[src/rtl/tmr_pkg.sv]
package tmr_pkg;
  localparam int CTL_BITS = 7;
  localparam int AW = 3;

  typedef struct packed {
    logic       join32;
    logic       ext_src;
    logic [1:0] div_sel;
    logic       gate_on;
    logic       idle_halt;
    logic       run;
  } ctl_t;

  localparam logic [AW-1:0] ADR_CTL_A = 3'd0;
  localparam logic [AW-1:0] ADR_CTL_B = 3'd1;
  localparam logic [AW-1:0] ADR_PRD_A = 3'd2;
  localparam logic [AW-1:0] ADR_PRD_B = 3'd3;
  localparam logic [AW-1:0] ADR_CNT_A = 3'd4;
  localparam logic [AW-1:0] ADR_CNT_B = 3'd5;
endpackage

[src/rtl/tmr_sync_edge.sv]
module tmr_sync_edge (
  input  logic clk,
  input  logic rst_n,
  input  logic pin,
  output logic lvl,
  output logic rise,
  output logic fall
);
  logic [2:0] sh_q;
  logic [2:0] sh_d;

  always_comb begin
    sh_d = {sh_q[1:0], pin};
  end

  always_ff @(posedge clk or negedge rst_n) begin
    if (!rst_n) sh_q <= '0;
    else        sh_q <= sh_d;
  end

  // sh_q[1] is the synchronized level, sh_q[2] its previous value
  assign lvl  = sh_q[1];
  assign rise = sh_q[1] & ~sh_q[2];
  assign fall = ~sh_q[1] & sh_q[2];
endmodule

[src/rtl/tmr_prescale.sv]
module tmr_prescale #(
  parameter int PW = 8
) (
  input  logic       clk,
  input  logic       rst_n,
  input  logic       clr,
  input  logic       evt,
  input  logic [1:0] div_sel,
  output logic       tick
);
  logic [PW-1:0] pre_q;
  logic [PW-1:0] pre_d;
  logic [PW-1:0] lim;
  logic          pre_en;

  always_comb begin
    lim    = PW'((32'd1 << (3 * int'(div_sel))) - 32'd1);
    tick   = evt && (pre_q == lim);
    pre_en = clr | evt;
    if (clr)       pre_d = '0;
    else if (tick) pre_d = '0;
    else           pre_d = pre_q + 1'b1;
  end

  always_ff @(posedge clk or negedge rst_n) begin
    if (!rst_n)      pre_q <= '0;
    else if (pre_en) pre_q <= pre_d;
  end
endmodule

[src/rtl/tmr_half.sv]
module tmr_half #(
  parameter int W = 16
) (
  input  logic         clk,
  input  logic         rst_n,
  input  logic         ld,
  input  logic [W-1:0] ld_val,
  input  logic         wrap,
  input  logic         inc,
  output logic [W-1:0] cnt
);
  logic [W-1:0] cnt_q;
  logic [W-1:0] cnt_d;
  logic         cnt_en;

  always_comb begin
    cnt_en = ld | wrap | inc;
    if (ld)        cnt_d = ld_val;
    else if (wrap) cnt_d = '0;
    else           cnt_d = cnt_q + 1'b1;
  end

  always_ff @(posedge clk or negedge rst_n) begin
    if (!rst_n)      cnt_q <= '0;
    else if (cnt_en) cnt_q <= cnt_d;
  end

  assign cnt = cnt_q;
endmodule

[src/rtl/tmr_pair.sv]
module tmr_pair #(
  parameter int W = 16
) (
  input  logic         clk,
  input  logic         rst_n,
  input  logic         idle,
  input  logic         ext_clk_a,
  input  logic         ext_clk_b,
  input  logic         gate_a,
  input  logic         gate_b,
  input  logic         wr_en,
  input  logic [2:0]   wr_addr,
  input  logic [W-1:0] wr_data,
  input  logic [2:0]   rd_addr,
  output logic [W-1:0] rd_data,
  output logic [W-1:0] cnt_a,
  output logic [W-1:0] cnt_b,
  output logic         match_a,
  output logic         match_b,
  output logic         gate_done_a,
  output logic         gate_done_b
);
  import tmr_pkg::*;

  localparam int NCH = 2;
  localparam int PW  = 8;
  localparam int CB  = CTL_BITS;

  // reset: asserted asynchronously, released on the clock
  logic [1:0] rs_q;
  logic       rst_i;
  always_ff @(posedge clk or negedge rst_n) begin
    if (!rst_n) rs_q <= '0;
    else        rs_q <= {rs_q[0], 1'b1};
  end
  assign rst_i = rs_q[1];

  ctl_t           ctl_q [NCH];
  ctl_t           ctl_d [NCH];
  logic [W-1:0]   prd_q [NCH];
  logic [W-1:0]   cnt   [NCH];
  logic [NCH-1:0] ctl_we, prd_we, ld;
  logic [NCH-1:0] ext_pin, gate_pin;
  logic [NCH-1:0] ext_rise, gate_lvl, gate_fall;
  logic [NCH-1:0] evt, tick, inc, wrap;
  logic [NCH-1:0] mt_d, mt_q, gd_d, gd_q;
  logic           joined;
  logic [CB-1:0]  ctl_a_bits;

  assign ext_pin  = {ext_clk_b, ext_clk_a};
  assign gate_pin = {gate_b, gate_a};
  assign joined   = ctl_q[0].join32;
  assign ctl_a_bits = ctl_q[0];

  // write decode and next control values
  always_comb begin
    ctl_we[0] = wr_en && (wr_addr == ADR_CTL_A);
    ctl_we[1] = wr_en && (wr_addr == ADR_CTL_B);
    prd_we[0] = wr_en && (wr_addr == ADR_PRD_A);
    prd_we[1] = wr_en && (wr_addr == ADR_PRD_B);
    ld[0]     = wr_en && (wr_addr == ADR_CNT_A);
    ld[1]     = wr_en && (wr_addr == ADR_CNT_B);
    ctl_d[0]  = ctl_t'(wr_data[CB-1:0]);
    ctl_d[1]  = ctl_t'(wr_data[CB-1:0]);
    ctl_d[1].join32 = 1'b0;
  end

  always_ff @(posedge clk or negedge rst_i) begin
    if (!rst_i) begin
      for (int i = 0; i < NCH; i++) begin
        ctl_q[i] <= '0;
        prd_q[i] <= '1;
      end
    end else begin
      for (int i = 0; i < NCH; i++) begin
        if (ctl_we[i]) ctl_q[i] <= ctl_d[i];
        if (prd_we[i]) prd_q[i] <= wr_data;
      end
    end
  end

  // per-channel event path
  for (genvar g = 0; g < NCH; g++) begin : g_ch
    logic unused_ext_lvl, unused_ext_fall, unused_gate_rise;
    logic live, gate_ok;

    tmr_sync_edge u_ext (
      .clk(clk), .rst_n(rst_i), .pin(ext_pin[g]),
      .lvl(unused_ext_lvl), .rise(ext_rise[g]), .fall(unused_ext_fall)
    );
    tmr_sync_edge u_gate (
      .clk(clk), .rst_n(rst_i), .pin(gate_pin[g]),
      .lvl(gate_lvl[g]), .rise(unused_gate_rise), .fall(gate_fall[g])
    );

    assign live    = ctl_q[g].run && !(ctl_q[g].idle_halt && idle);
    assign gate_ok = !ctl_q[g].gate_on || ctl_q[g].ext_src || gate_lvl[g];
    assign evt[g]  = live && gate_ok && (ctl_q[g].ext_src ? ext_rise[g] : 1'b1);

    tmr_prescale #(.PW(PW)) u_pre (
      .clk(clk), .rst_n(rst_i), .clr(ctl_we[g]), .evt(evt[g]),
      .div_sel(ctl_q[g].div_sel), .tick(tick[g])
    );

    tmr_half #(.W(W)) u_cnt (
      .clk(clk), .rst_n(rst_i), .ld(ld[g]), .ld_val(wr_data),
      .wrap(wrap[g]), .inc(inc[g]), .cnt(cnt[g])
    );

    assign gd_d[g] = gate_fall[g] && ctl_q[g].run && ctl_q[g].gate_on &&
                     !ctl_q[g].ext_src && !(g == 1 && joined);
  end

  // counting: independent halves or one joined counter
  always_comb begin
    if (joined) begin
      wrap[0] = tick[0] && ({cnt[1], cnt[0]} == {prd_q[1], prd_q[0]});
      wrap[1] = wrap[0];
      inc[0]  = tick[0];
      inc[1]  = tick[0] && (&cnt[0]);
      mt_d[0] = wrap[0] && !ld[0] && !ld[1];
      mt_d[1] = 1'b0;
    end else begin
      for (int i = 0; i < NCH; i++) begin
        wrap[i] = tick[i] && (cnt[i] == prd_q[i]);
        inc[i]  = tick[i];
        mt_d[i] = wrap[i] && !ld[i];
      end
    end
  end

  always_ff @(posedge clk or negedge rst_i) begin
    if (!rst_i) begin
      mt_q <= '0;
      gd_q <= '0;
    end else begin
      mt_q <= mt_d;
      gd_q <= gd_d;
    end
  end

  // read port
  always_comb begin
    case (rd_addr)
      ADR_CTL_A: rd_data = {{(W-CB){1'b0}}, ctl_q[0]};
      ADR_CTL_B: rd_data = {{(W-CB){1'b0}}, ctl_q[1]};
      ADR_PRD_A: rd_data = prd_q[0];
      ADR_PRD_B: rd_data = prd_q[1];
      ADR_CNT_A: rd_data = cnt[0];
      ADR_CNT_B: rd_data = cnt[1];
      default:   rd_data = '0;
    endcase
  end

  assign cnt_a       = cnt[0];
  assign cnt_b       = cnt[1];
  assign match_a     = mt_q[0];
  assign match_b     = mt_q[1];
  assign gate_done_a = gd_q[0];
  assign gate_done_b = gd_q[1];
endmodule

[config.mk]
export PLATFORM = sky130hd
export DESIGN_NAME = tmr_pair
export DESIGN_NICKNAME = d
export VERILOG_FILES = /design/src/rtl/tmr_pkg.sv /design/src/rtl/tmr_sync_edge.sv /design/src/rtl/tmr_prescale.sv /design/src/rtl/tmr_half.sv /design/src/rtl/tmr_pair.sv
export SDC_FILE = /design/constraint.sdc
export NUM_CORES = 1
export LEC_CHECK = 0
export BUFFER_PORTS_ARGS = -buffer_cell sky130_fd_sc_hd__buf_2
export CORE_AREA = 2 2 97 118
export CTS_CLUSTER_SIZE = 12
export DETAILED_ROUTE_END_ITERATION = 16
export DIE_AREA = 0 0 99 120
export PLACE_DENSITY = 0.79
export SYNTH_ARGS = -nofsm -noshare
export SYNTH_HDL_FRONTEND = slang
export SYNTH_SLANG_ARGS = --single-unit
[constraint.sdc]
create_clock -name clk -period 4.85 [get_ports clk]
set_clock_uncertainty 0.15 [all_clocks]
set_input_delay 0.485 -clock clk [delete_from_list [all_inputs] [get_ports clk]]
set_output_delay 0.485 -clock clk [all_outputs]
set_load 0.02 [all_outputs]
Yosys cells after proc, flatten, opt, wreduce, memory -nomap -nowiden --
Index checks and enable logic that the tools add are counted.
Word-level totals: flip-flop bits (word level) 111, input bits 30, output and inout bits 52, logic and storage cells 124
Cells by class: add/sub/neg operators 6, multipliers 2, eq/ne operators 15, shifts and indexed selects 2, muxes and demuxes 14, bitwise gates (word level) 14, reduce and logical (&&, ||, !) cells 47
Operators by type and width (number):
- $pmux W16 S6 | 1
- $mux W16 | 4
- $shl A1 B32 Y8 const A | 2
- $add A16 B1 Y16 const B | 2
- $eq A16 B16 Y1 | 2
- $eq A32 B32 Y1 | 1
- $mux W8 | 4
- $logic_and A1 B1 Y1 | 31
- $add A8 B1 Y8 const B | 2
- $eq A8 B8 Y1 | 2
- $reduce_and A16 Y1 | 1
- $sub A8 B1 Y8 const B | 2
- $eq A3 B2 Y1 const B | 4
- $eq A3 B3 Y1 const B | 4
- $logic_not A1 Y1 | 9
- $mul A2 B2 Y4 const A | 2
- $eq A3 B1 Y1 const B | 2
- $logic_not A3 Y1 | 2
- $mux W2 | 3
- $or A1 B1 Y1 | 6
- $and A1 B1 Y1 | 4
- $logic_or A1 B1 Y1 | 4
- $not A1 Y1 | 4
- $mux W1 | 2

Logic depth before layout (Yosys ltp) --
Gate-level depths: netlist of the first run.
depth after elaboration 10, mapped depth 10, gate-level depth less buffers 8

Hierarchy --
Synthesis of the first run repeated with hierarchy kept, for this count alone.
Unflattened totals: cell total of the unflattened synthesis 623, area total of the unflattened synthesis 6517.5 µm²
By module, submodules not included:
- tmr_pair | instances 1, cells an instance 267, area each 3094.2 µm², sequential area each 1316.3 µm²
- tmr_half | instances 2, cells an instance 109, area each 953.4 µm², sequential area each 400.4 µm²
- tmr_prescale | instances 2, cells an instance 59, area each 578.1 µm², sequential area each 200.2 µm²
- tmr_sync_edge | instances 4, cells an instance 5, area each 90.1 µm², sequential area each 75.1 µm²

Least setup slack after synthesis of the first run --
Ideal clock, no wire load.
path kind register -> register, start point register ctl_q, in the netlist ctl_a_bits[4], end point register g_ch[0].u_cnt.cnt_q[15], setup time 126 ps, arrival time 2203 ps, data required time 4574 ps, path slack 2371 ps, cell stages (with the launch flop) 10, buffers on the path 2, clock period less this slack 2479 ps, cells stage by stage dfrtp_1 -> buf_6 -> or4b_1 -> o32ai_1 -> o2111ai_1 -> or4_1 -> buf_2 -> nor3_2 -> xnor2_1 -> o21ai_1
Between the ends: word-level cells in the longest chain between the ends 9, elaborated cells on any way between the ends 13, those cells by class add/sub (1); mul (1); eq/ne (1); shift (1); mux (4); bitwise (2); reduce/logical (3)
Ends and longest elaborated chain:
- start: declaration | RTL line tmr_pair.sv:38 | ctl_t ctl_q [NCH];
- start signal: indexed assignment | RTL line tmr_pair.sv:76 | if (ctl_we[i]) ctl_q[i] <= ctl_d[i];
- $mul A2 B2 Y4 (*) | RTL line tmr_prescale.sv:17 | lim = PW'((32'd1 << (3 * int'(div_sel))) - 32'd1);
- $shl A1 B32 Y8 (*) | RTL line tmr_prescale.sv:17
- $sub A8 B1 Y8 (*) | RTL line tmr_prescale.sv:17
- $eq A8 B8 Y1 (*) | RTL line tmr_prescale.sv:18 | tick = evt && (pre_q == lim);
- $logic_and A1 B1 Y1 (*) | RTL line tmr_prescale.sv:18
- $logic_and A1 B1 Y1, on equally long branches | RTL line tmr_pair.sv:125, tmr_pair.sv:117
- $mux W2 | RTL line tmr_pair.sv:116 | if (joined) begin
- $mux W16 or $or A1 B1 Y1 (tied branches) | RTL line tmr_half.sv:19, tmr_half.sv:17
- $mux W16 or $or A1 B1 Y1 (tied branches) | RTL line tmr_half.sv:18, tmr_half.sv:17
- end signal: assignment | RTL line tmr_half.sv:25 | else if (cnt_en) cnt_q <= cnt_d;
- end: declaration | RTL line tmr_half.sv:12 | logic [W-1:0] cnt_q;
Every way passes the cells marked *; elsewhere a longest branch is shown, timed or not. A chain may end at the register's enable or synchronous reset.

Final worst setup path of the first run --
start point register ctl_q, in the netlist ctl_a_bits[4], end point register g_ch[1].u_cnt.cnt_q[15]
Between the ends: word-level cells in the longest chain between the ends 9, elaborated cells on any way between the ends 13, those cells by class add/sub (1); mul (1); eq/ne (1); shift (1); mux (4); bitwise (2); reduce/logical (3)
Ends and longest elaborated chain:
- $mul A2 B2 Y4 (*) | RTL line tmr_prescale.sv:17
- $shl A1 B32 Y8 (*) | RTL line tmr_prescale.sv:17
- $sub A8 B1 Y8 (*) | RTL line tmr_prescale.sv:17
- $eq A8 B8 Y1 (*) | RTL line tmr_prescale.sv:18
- $logic_and A1 B1 Y1 (*) | RTL line tmr_prescale.sv:18
- $logic_and A1 B1 Y1 | RTL line tmr_pair.sv:117 | wrap[0] = tick[0] && ({cnt[1], cnt[0]} == {prd_q[1], prd_q[0]});
- $mux W2 | RTL line tmr_pair.sv:116
- $mux W16 or $or A1 B1 Y1 (tied branches) | RTL line tmr_half.sv:19, tmr_half.sv:17
- $mux W16 or $or A1 B1 Y1 (tied branches) | RTL line tmr_half.sv:18, tmr_half.sv:17
- end signal: assignment | RTL line tmr_half.sv:25
- end: declaration | RTL line tmr_half.sv:12
Marked as above.

==> reports/results.txt, run 1 <==
Slew @ Worst Pin: 1.15 ns
outcome: finished, final reports clean
Hold Crit Class: input port to flop
Synth Area in Simple Gates: 17.0%
area grow syn2layout: 13.6%
RSZ-0062 raised after global routing: false
largest family of logic cells by synthesized area: simple AND/OR/NAND/NOR gates
Syn Area/Cell: 10.3 sq um
Core ar.: 0.0108 sq mm
number of CTS-inserted buffers: 9
sum of negative setup slack: 0 ns
Setup-failing EPs final: 0
initial cell density of the core: 56.6%
initial antenna violation count: 0
post-synthesis mux area share: 13.3%
Die H: 120 um
Synth Area in Compound Gates: 10.1%
fin area: 0.00692 sq mm
die area: 0.0119 sq mm
Routed Antenna Nets: 0
area fraction of the dominant cell type after synthesis: 32.4%
most frequent cells in the layout: buf_2 (81), dfrtp_1 (78), nand2_1 (49), nor2_1 (44), mux2_2 (44)
Cell variety after synth: 59
worst path arrival time: 3.29 ns
top layer in use: met4
largest net degree at the start of global routing: 59
Clock Latency Late Sink: 0.35 ns
crit path kind: flop to flop
nets: 697
leakage: 0.00300 uW
XOR/XNOR Fraction of Synth Area: 9.92%
max-slew violation count: 0
Cells after Synth: 592
# diodes: 0
GR Util All Layers: 28.8%
Die W: 99 um
CTS max path bufs: 2
CP required: 4.92 ns
Root Buffer: clkbuf_16
ys flop type: dfrtp_1
final wirelength: 16.5 mm
ratio of cells with drive above 1 in the final layout: 28.3%
Synth Register Bits: 111
Placement Cell Area: 0.00660 sq mm
HPWL Detailed: 12.1 mm
async set-reset flop share out of synthesis: 100%
Synth area leaders: dfrtp_1 (32%), dfstp_2 (14%), mux2_2 (8.1%)
Top-Level Pins: 82
EDFF count, synth: 0
PwrDens: 440 mW/mm^2
Tmin final: 3.22 ns
crit path launch type: flop
drt first pass iters: 5
Via Count: 5,129
Max Freq: 310 MHz
clock slew at reported path FFs: 0.07 ns
Max Cap Viol: 0
std cell rows: 42
Fin. Hold Viols: 0
CTS tree: built
gpl congestion: 0.929
Sink Count: 111
VDD IR-drop max: 0.214 mV
Overflow after GRT: 0
register-to-register setup slack: 1.63 ns
PortBufs: 81
htree depth: 3
CTS Hold Bufs: 1
routed wl met2: 7.90 mm
wl on met1: 6.75 mm
setup bufs post-CTS: 0
WL/cell: 20.7 um
first-pass GRT wire length: 26.6 mm
worst-path fanout max: 11
DRT iter0 DRCs: 459
leading cell type in the layout, fill and taps excluded: buf_2
synthesis warning total: 0
CTS resizes: 0
post-synth top area cell: dfrtp_1
DR WL met3: 1.09 mm
number of global-route vias before repair: 4,945
vias per cell: 6.41
Netlist Area Pre-Place: 0.00609 sq mm
CP Capture Type: flop
Rel. slew slack: 22.4%
Syn Nets: 626
Seq/Total Area, Yosys: 46.2%
adder-cell share of the synthesized area: 0.821%
Period Utilization, post-route: 66.4%
drt drc: 0
==> flip-flops by register name (all words and copies together) (netlist names) <==
name,cells
prd_q,32
g_ch.u_pre.pre_q,16
ctl_q,6
joined,1
g_ch.u_ext.sh_q,6
ctl_a_bits,6
g_ch.u_cnt.cnt,32
mt_q,2
rs_q,2
g_ch.u_gate.sh_q,6
gd_q,2
==> per-layer routing <==
layer,GRT usage (%),vias to the layer above
li1,-,2276
met1,38.5,2544
met2,45.2,246
met3,4.08,63
met4,15.5,0
met5,0,-
==> power by group <==
group          switching [uW]  internal, uW
clock                     334           451
combinational             437           377
sequential                299          1140
total                    1070          1970
==> metrics by stage <==
step	setup WS (ns)	utilization [%]	cells	hold WS, ns	power, uW
after CTS	1.68	64.3	800	0.0831	3040
final	1.63	64.3	800	0.0909	3040
after global placement	1.75	61.3	783	0.120	2220
after floorplan	1.43	-	592	0.0394	1950
after global routing	1.43	64.3	800	0.0825	3190
after detailed placement	1.69	61.3	783	0.123	2260
==> final cells by class <==
| class | count | area (sq um) |
|---|---|---|
| Sequential cell | 111 | 2820 |
| Multi-Input combinational cell | 442 | 3120 |
| Timing Repair Buffer | 87 | 453 |
| Inverter | 12 | 45.0 |
| Tap cell | 132 | 165 |
| Fill cell | 864 | 3850 |
| Clock buffer | 10 | 229 |
| Clock inverter | 6 | 85.1 |
==> critical path: stages, from the launching register on <==
cell	delay [ns]
dfrtp_1	0.46
or4b_1	0.54
o32ai_1	0.18
o2111ai_1	0.55
o22ai_1	0.76
nand4_1	0.20
a22oi_1	0.19
nor3_1	0.07
==> logic make-up (layout without fill, tap and decap cells) <==
group | after synthesis | in the layout
compound gates | 93 | 93
other cells | 1 | 1
simple gates | 202 | 202
fa+ha+maj | 4 | 4
mux | 73 | 73
buf+inv | 39 | 115
flops | 111 | 111
xor+xnor | 69 | 69
==> cell usage after synthesis, types with 16 or more instances <==
library cell and n:
a21oi_1 16, clkbuf_1 20, dfrtp_1 79, dfstp_2 32, mux2_2 44, mux2i_1 27
nand2_1 49, nand3_1 20, nand4_1 16, nor2_1 44, o21ai_0 20, xnor2_1 39
xor2_1 30
==> path summary, 6_finish.rpt <==
kind | startpoint | end | cells after the start
max in group asynchronous | rs_q[1]$_DFF_PN0_ | g_ch[0].u_cnt.cnt[2]$_DFFE_PN0P_ | 1
setup / recovery | ctl_a_bits[4]$_DFFE_PN0P_ | g_ch[1].u_cnt.cnt[15]$_DFFE_PN0P_ | 7
min in group asynchronous | rs_q[1]$_DFF_PN0_ | g_ch[1].u_cnt.cnt[9]$_DFFE_PN0P_ | 0
hold / removal | ext_clk_a | g_ch[0].u_ext.sh_q[0]$_DFF_PN0_ | 1
setup reg to reg | ctl_a_bits[4]$_DFFE_PN0P_ | g_ch[1].u_cnt.cnt[15]$_DFFE_PN0P_ | 7
hold reg to reg | g_ch[0].u_gate.sh_q[0]$_DFF_PN0_ | g_ch[0].u_gate.sh_q[1]$_DFF_PN0_ | 0
No activity file was read; power rests on OpenSTA's default activity.
==> run 2: changes to the inputs <==
Settings changed: ABC_AREA set to 1, CORE_AREA 2 2 97 118 to 2 2 108 131, DIE_AREA 0 0 99 120 to 0 0 110 133, PLACE_DENSITY 0.79 to 0.75.
Clock period 4.85 ns to 2.8 ns, I/O delays scaled along.
==> run 2 against run 1 <==
  * First-iteration DRC count rose by 3.5%
  * Maximum frequency rose by 23%
  * Wire length rose by 18%
  * Setup slack got worse by 1.5 ns
  * Core utilization fell by 6.6 points
  * Highest routed layer unchanged
  * Count of clock-buffer cells in the layout rose by 2
  * Largest power group unchanged
  * Flip-flop and latch count did not move
  * Die area rose by 23%
  * Critical path type unchanged
  * Register-to-register slack got worse by 1.5 ns
  * Critical endpoint is now g_ch[1].u_cnt.cnt[13]$_DFFE_PN0P_
  * Via count rose by 29%
==> reports/results.txt, run 2 <==
Placement Cell Area: 0.00743 sq mm
fin util: 57.7%
initial cell density of the core: 51.3%
Syn Nets: 979
most common cell in the netlist: nand2_1
Bufs and invs on worst path: 1
Core ar.: 0.0135 sq mm
sum of negative setup slack: 0 ns
Tmin final: 2.63 ns
crit path launch type: flop
max-slew violation count: 0
ys flop type: dfrtp_1
Syn Area/Cell: 7.30 sq um
number of CTS-inserted buffers: 9
Die W: 110 um
fin cells: 1,200
VDD IR-drop max: 0.502 mV
CTS Hold Bufs: 5
area grow syn2layout: 12.5%
WL/cell: 16.2 um
Synth area leaders: dfrtp_1 (29%), nand2_1 (19%), dfstp_2 (12%)
ratio of cells with drive above 1 in the final layout: 19.8%
fin area: 0.00777 sq mm
initial antenna violation count: 0
crit path kind: flop to flop
Slew @ Worst Pin: 0.936 ns
Top-Level Pins: 82
Synth Register Bits: 111
Root Buffer: clkbuf_16
GR Util All Layers: 28.3%
# diodes: 0
DRT iter0 DRCs: 475
area fraction of the dominant cell type after synthesis: 28.6%
CTS tree: built
vias per cell: 5.49
Setup-failing EPs final: 0
nets: 1,058
Max Freq: 381 MHz
Fin. Hold Viols: 0
synthesis warning total: 0
EDFF count, synth: 0
drt first pass iters: 6
top cells by count, synth: nand2_1 (345), inv_1 (102), dfrtp_1 (79)
die area: 0.0146 sq mm
number of global-route vias before repair: 6,406
CTS resizes: 0
RSZ-0062 raised after global routing: false
htree depth: 3
std cell rows: 47
Rel. slew slack: 37.5%
outcome: finished, final reports clean
gpl congestion: 0.903
Overflow after GRT: 0
Cell variety after synth: 46
crit path max-delay cell type: nor2_4
PortBufs: 81
Min Hold Slack: 0.0472 ns
Cells after Synth: 945
Die H: 133 um
most frequent cells in the layout: nand2_1 (345), inv_1 (102), buf_2 (81), dfrtp_1 (78), nor2_1 (63)
worst-path fanout max: 33
Hold Crit Class: input port to flop
Max Cap Viol: 0
placed insts: 1,179
Clock Latency Late Sink: 0.37 ns
final wirelength: 19.5 mm
Netlist Area Pre-Place: 0.00690 sq mm
CP top delay family: simple AND/OR/NAND/NOR gates
async set-reset flop share out of synthesis: 100%
first-pass GRT wire length: 31.7 mm
cell breakdown of the critical path: inv_1 -> nand2_1 -> nand2_1 -> nor2_1 -> nand2_1 -> nor2_2 -> nand2_2 -> nor2_2 -> nor2_4 -> nand3_4 -> nand2_1 -> nand2_1
CP Capture Type: flop
clock slew at reported path FFs: 0.08 ns
post-synth top area cell: dfrtp_1
Sink Count: 111
leakage: 0.00406 uW
PwrDens: 814 mW/mm^2
Period Utilization, post-route: 93.8%
Seq/Total Area, Yosys: 40.8%
Multi-input gate area: 0.00343 sq mm
HPWL Detailed: 14.5 mm
Via Count: 6,592
CP required: 2.91 ns
worst path arrival time: 2.73 ns
drt drc: 0
leading cell type in the layout, fill and taps excluded: nand2_1
Worst path max stage delay: 0.70 ns
# fillers: 1,328
setup bufs post-CTS: 0
register area: 0.00282 sq mm
CTS max path bufs: 2
largest net degree at the start of global routing: 110
Routed Antenna Nets: 0
crit-path most repeated cell: nand2_1
==> run 2: cell types whose count changed in the layout (fill, tap and decap cells not counted), sizes merged, moves of 9 or more <==
| cell | change |
|---|---|
| mux2 | -44 |
| nand2 | +300 |
| inv | +113 |
| and3 | -9 |
| nor4 | -10 |
| o21ai | +36 |
| nor2 | +28 |
| nand3 | +37 |
| xnor2 | -37 |
| nor3 | +11 |
| mux2i | -27 |
==> run 2: worst paths after layout <==
check                      cells after the start                                 end  slack [ns]                              from
setup / recovery                              12   g_ch[1].u_cnt.cnt[13]$_DFFE_PN0P_        0.17  g_ch[1].u_cnt.cnt[0]$_DFFE_PN0P_
hold / removal                                 3                prd_q[8]$_DFFE_PN1P_        0.05                        wr_data[8]
setup reg to reg                              12   g_ch[1].u_cnt.cnt[13]$_DFFE_PN0P_        0.17  g_ch[1].u_cnt.cnt[0]$_DFFE_PN0P_
hold reg to reg                                0     g_ch[0].u_ext.sh_q[1]$_DFF_PN0_        0.20   g_ch[0].u_ext.sh_q[0]$_DFF_PN0_
max in group asynchronous                      1  g_ch[1].u_pre.pre_q[3]$_DFFE_PN0P_        1.82                 rs_q[1]$_DFF_PN0_
min in group asynchronous                      2                   rs_q[1]$_DFF_PN0_        0.08                             rst_n
==> run 2: routing by layer <==
metal | global-route usage (%) | share of wire, % | routed length (um) | up-vias
met5 | 0 | 0 | 0 | -
met4 | 16.1 | 5.2 | 1010 | 0
met3 | 3.65 | 5.4 | 1040 | 66
met2 | 47.3 | 50 | 9700 | 248
met1 | 34.4 | 40 | 7710 | 3073
li1 | - | - | - | 3205
==> run 2: cell type report <==
type / count / share of cell area (%)
Multi-Input combinational cell: 682 / 44.2
Tap cell: 171 / 2.75
Sequential cell: 111 / 36.3
Timing Repair Buffer: 95 / 6.89
Clock inverter: 4 / 0.725
Clock buffer: 12 / 3.04
Inverter: 125 / 6.07
==> run 2: report_power, final <==
part	switching [uW]	internal [uW]	total, uW
clock	620	703	1320
combinational	1510	885	2400
sequential	565	2040	2600
==> run 2: logic make-up (layout without fill, tap and decap cells) <==
family,count (synthesis),count (layout),share of synthesized area (%)
other,1,1,0.0543
adders and majority gates,4,4,0.725
buffers and inverters,152,236,9.44
AOI/OAI and AO/OA,116,116,10.2
DFF,111,111,40.8
xor gates and xnor gates,29,29,3.68
and+or+nand+nor,532,532,35.1
==> run 2: worst min-delay path, delay by kind of cell <==
family	cells	cell delay, ns
AOI/OAI and AO/OA	1	0.08
buffers and inverters	2	0.19
==> run 2: per-stage QoR <==
step | setup WS (ns) | power (uW)
finish | 0.174 | 6320
CTS | 0.216 | 6330
detailed placement | 0.231 | 5010
floorplan | 0.752 | 4230
global route | 0.0224 | 6770
global placement | 0.263 | 4970
==> run 3: changes to the inputs <==
Settings changed: REMOVE_ABC_BUFFERS set to 1.
==> run 3 against run 2 <==
  * Register-to-register slack improved by 0.36 ns
  * Core utilization barely moved
  * Non-clock buffer count grew 1
  * Via count fell by 1.0%
  * Setup slack better by 0.072 ns
  * Critical path depth down 4
  * Total power fell by 1.5%
  * Combinational power decreased by 2%
  * Die area did not move
  * Critical path type is now input port to output port
  * Critical endpoint is now rd_data[5]
  * Largest power group unchanged
==> reports/results.txt, run 3 (same netlist as run 2, synthesis figures left out) <==
switching fraction of total power: 42.9%
GR Util All Layers: 27.0%
sum of negative setup slack: 0 ns
CP Capture Type: output port
WL/cell: 15.7 um
PwrDens: 802 mW/mm^2
crit path kind: input port to output port
clock slew at reported path FFs: 0.08 ns
leading cell type in the layout, fill and taps excluded: nand2_1
Period Utilization, post-route: 91.2%
Sink Count: 111
# diodes: 0
Seq pwr share: 41.9%
number of global-route vias before repair: 6,100
Die W: 110 um
Hold Crit Class: input port to flop
HPWL Detailed: 14.0 mm
worst-path fanout max: 9
Max Cap Viol: 0
VDD IR-drop max: 0.542 mV
Max Freq: 391 MHz
Clock power frac: 20.2%
vias per cell: 5.43
largest net degree at the start of global routing: 78
die area: 0.0146 sq mm
initial cell density of the core: 51.3%
final wirelength: 18.8 mm
CTS max path bufs: 2
Tmin final: 2.55 ns
area grow syn2layout: 12.5%
worst path arrival time: 2.12 ns
Setup-failing EPs final: 0
crit path launch type: input port
CTS resizes: 0
Via Count: 6,524
fin cells: 1,201
CTS tree: built
gpl congestion: 0.992
Die H: 133 um
leakage: 0.00406 uW
most frequent cells in the layout: nand2_1 (345), inv_1 (102), buf_2 (81), dfrtp_1 (78), nor2_1 (63)
first-pass GRT wire length: 30.7 mm
Int Pwr: 3560 uW
Placement Cell Area: 0.00743 sq mm
number of CTS-inserted buffers: 9
Overflow after GRT: 0
max-slew violation count: 0
Clock Latency Late Sink: 0.36 ns
nets: 1,059
drt first pass iters: 8
total power: 6230 uW
Fin. Hold Viols: 0
setup ws final: 0.245 ns
Routed Antenna Nets: 0
Rel. slew slack: 48.0%
setup bufs post-CTS: 0
Gate power share: 37.9%
Slew @ Worst Pin: 0.776 ns
Net Sw Power: 2670 uW
placed insts: 1,180
Core ar.: 0.0135 sq mm
fin area: 0.00777 sq mm
outcome: finished, final reports clean
ratio of cells with drive above 1 in the final layout: 20.1%
Root Buffer: clkbuf_16
RSZ-0062 raised after global routing: false
std cell rows: 47
htree depth: 3
PortBufs: 81
DRT iter0 DRCs: 476
# fillers: 1,313
Top-Level Pins: 82
CP required: 2.37 ns
drt drc: 0
Post-Place Setup Slack: 0.405 ns
initial antenna violation count: 0
-- run 3: cell count changes in the layout (fill, tap and decap cells not counted) --
| cell | before | now |
|---|---|---|
| buf_4 | 8 | 9 |
| bufinv_16 | 1 | 0 |
| clkbuf_1 | 3 | 1 |
| clkbuf_8 | 0 | 1 |
| clkinv_4 | 0 | 2 |
| inv_6 | 0 | 1 |
| inv_8 | 1 | 0 |
-- run 3: critical path: stages --
cell      delay, ns
buf_2          0.10
inv_1          0.07
nor3_2         0.63
inv_1          0.32
o22ai_1        0.26
a221oi_1       0.08
o221ai_1       0.14
buf_2          0.23
-- run 3: power groups by stage --
stage | clock network [uW] | registers, uW | logic (uW)
5_1_grt | 1340 | 2680 | 2670
3_3_place_gp | 0 | 2630 | 2300
2_1_floorplan | 0 | 2710 | 1500
6_report | 1260 | 2610 | 2360
3_5_place_dp | 0 | 2630 | 2350
4_1_cts | 1280 | 2600 | 2370
-- run 3: layer usage --
metal / routed length, um / vias to the layer above / track usage [%]
met4: 633 / 0 / 11.7
met1: 7670 / 3057 / 35.4
met5: 0 / - / 0
li1: - / 3197 / -
met3: 1210 / 41 / 3.20
met2: 9310 / 229 / 44.3
-- run 3: repair_timing --
| action | in CTS | in global routing |
|---|---|---|
| setup endpoints to repair | 0 | 0 |
| hold endpoints to repair | 6 | 0 |
| hold buffers | 5 | 0 |
-- run 3: cell type report --
cell class	count	area [sq um]	share of cell area, %
clock buffers	11	243	3.13
clock inverters	5	41.3	0.532
inverters	125	472	6.07
multi-input cells	682	3430	44.2
flip-flops and latches	111	2820	36.3
well taps	171	214	2.75
repair buffers	96	543	6.99
-- run 3: path summary, 6_finish.rpt --
check / startpoint / to / slack, ns / depth (start not counted)
max: rd_addr[0] / rd_data[5] / 0.25 / 8
min: wr_data[15] / prd_q[31]$_DFFE_PN1P_ / 0.04 / 3
max reg2reg: prd_q[2]$_DFFE_PN1P_ / g_ch[1].u_cnt.cnt[0]$_DFFE_PN0P_ / 0.53 / 12
min reg2reg: rs_q[1]$_DFF_PN0_ / g_ch[0].u_cnt.cnt[14]$_DFFE_PN0P_ / 0.13 / 0
max in group asynchronous: rs_q[1]$_DFF_PN0_ / prd_q[3]$_DFFE_PN1P_ / 1.58 / 1
min in group asynchronous: rst_n / rs_q[1]$_DFF_PN0_ / 0.09 / 2
-- run 3: stage by stage --
step                      utilization, %  hold slack, ns
final                               57.7          0.0352
after global routing                57.7          0.0557
after CTS                           57.7          0.0385
after detailed placement            55.2         -0.0837
after global placement              55.2         -0.0840
after floorplan                        -          -0.166
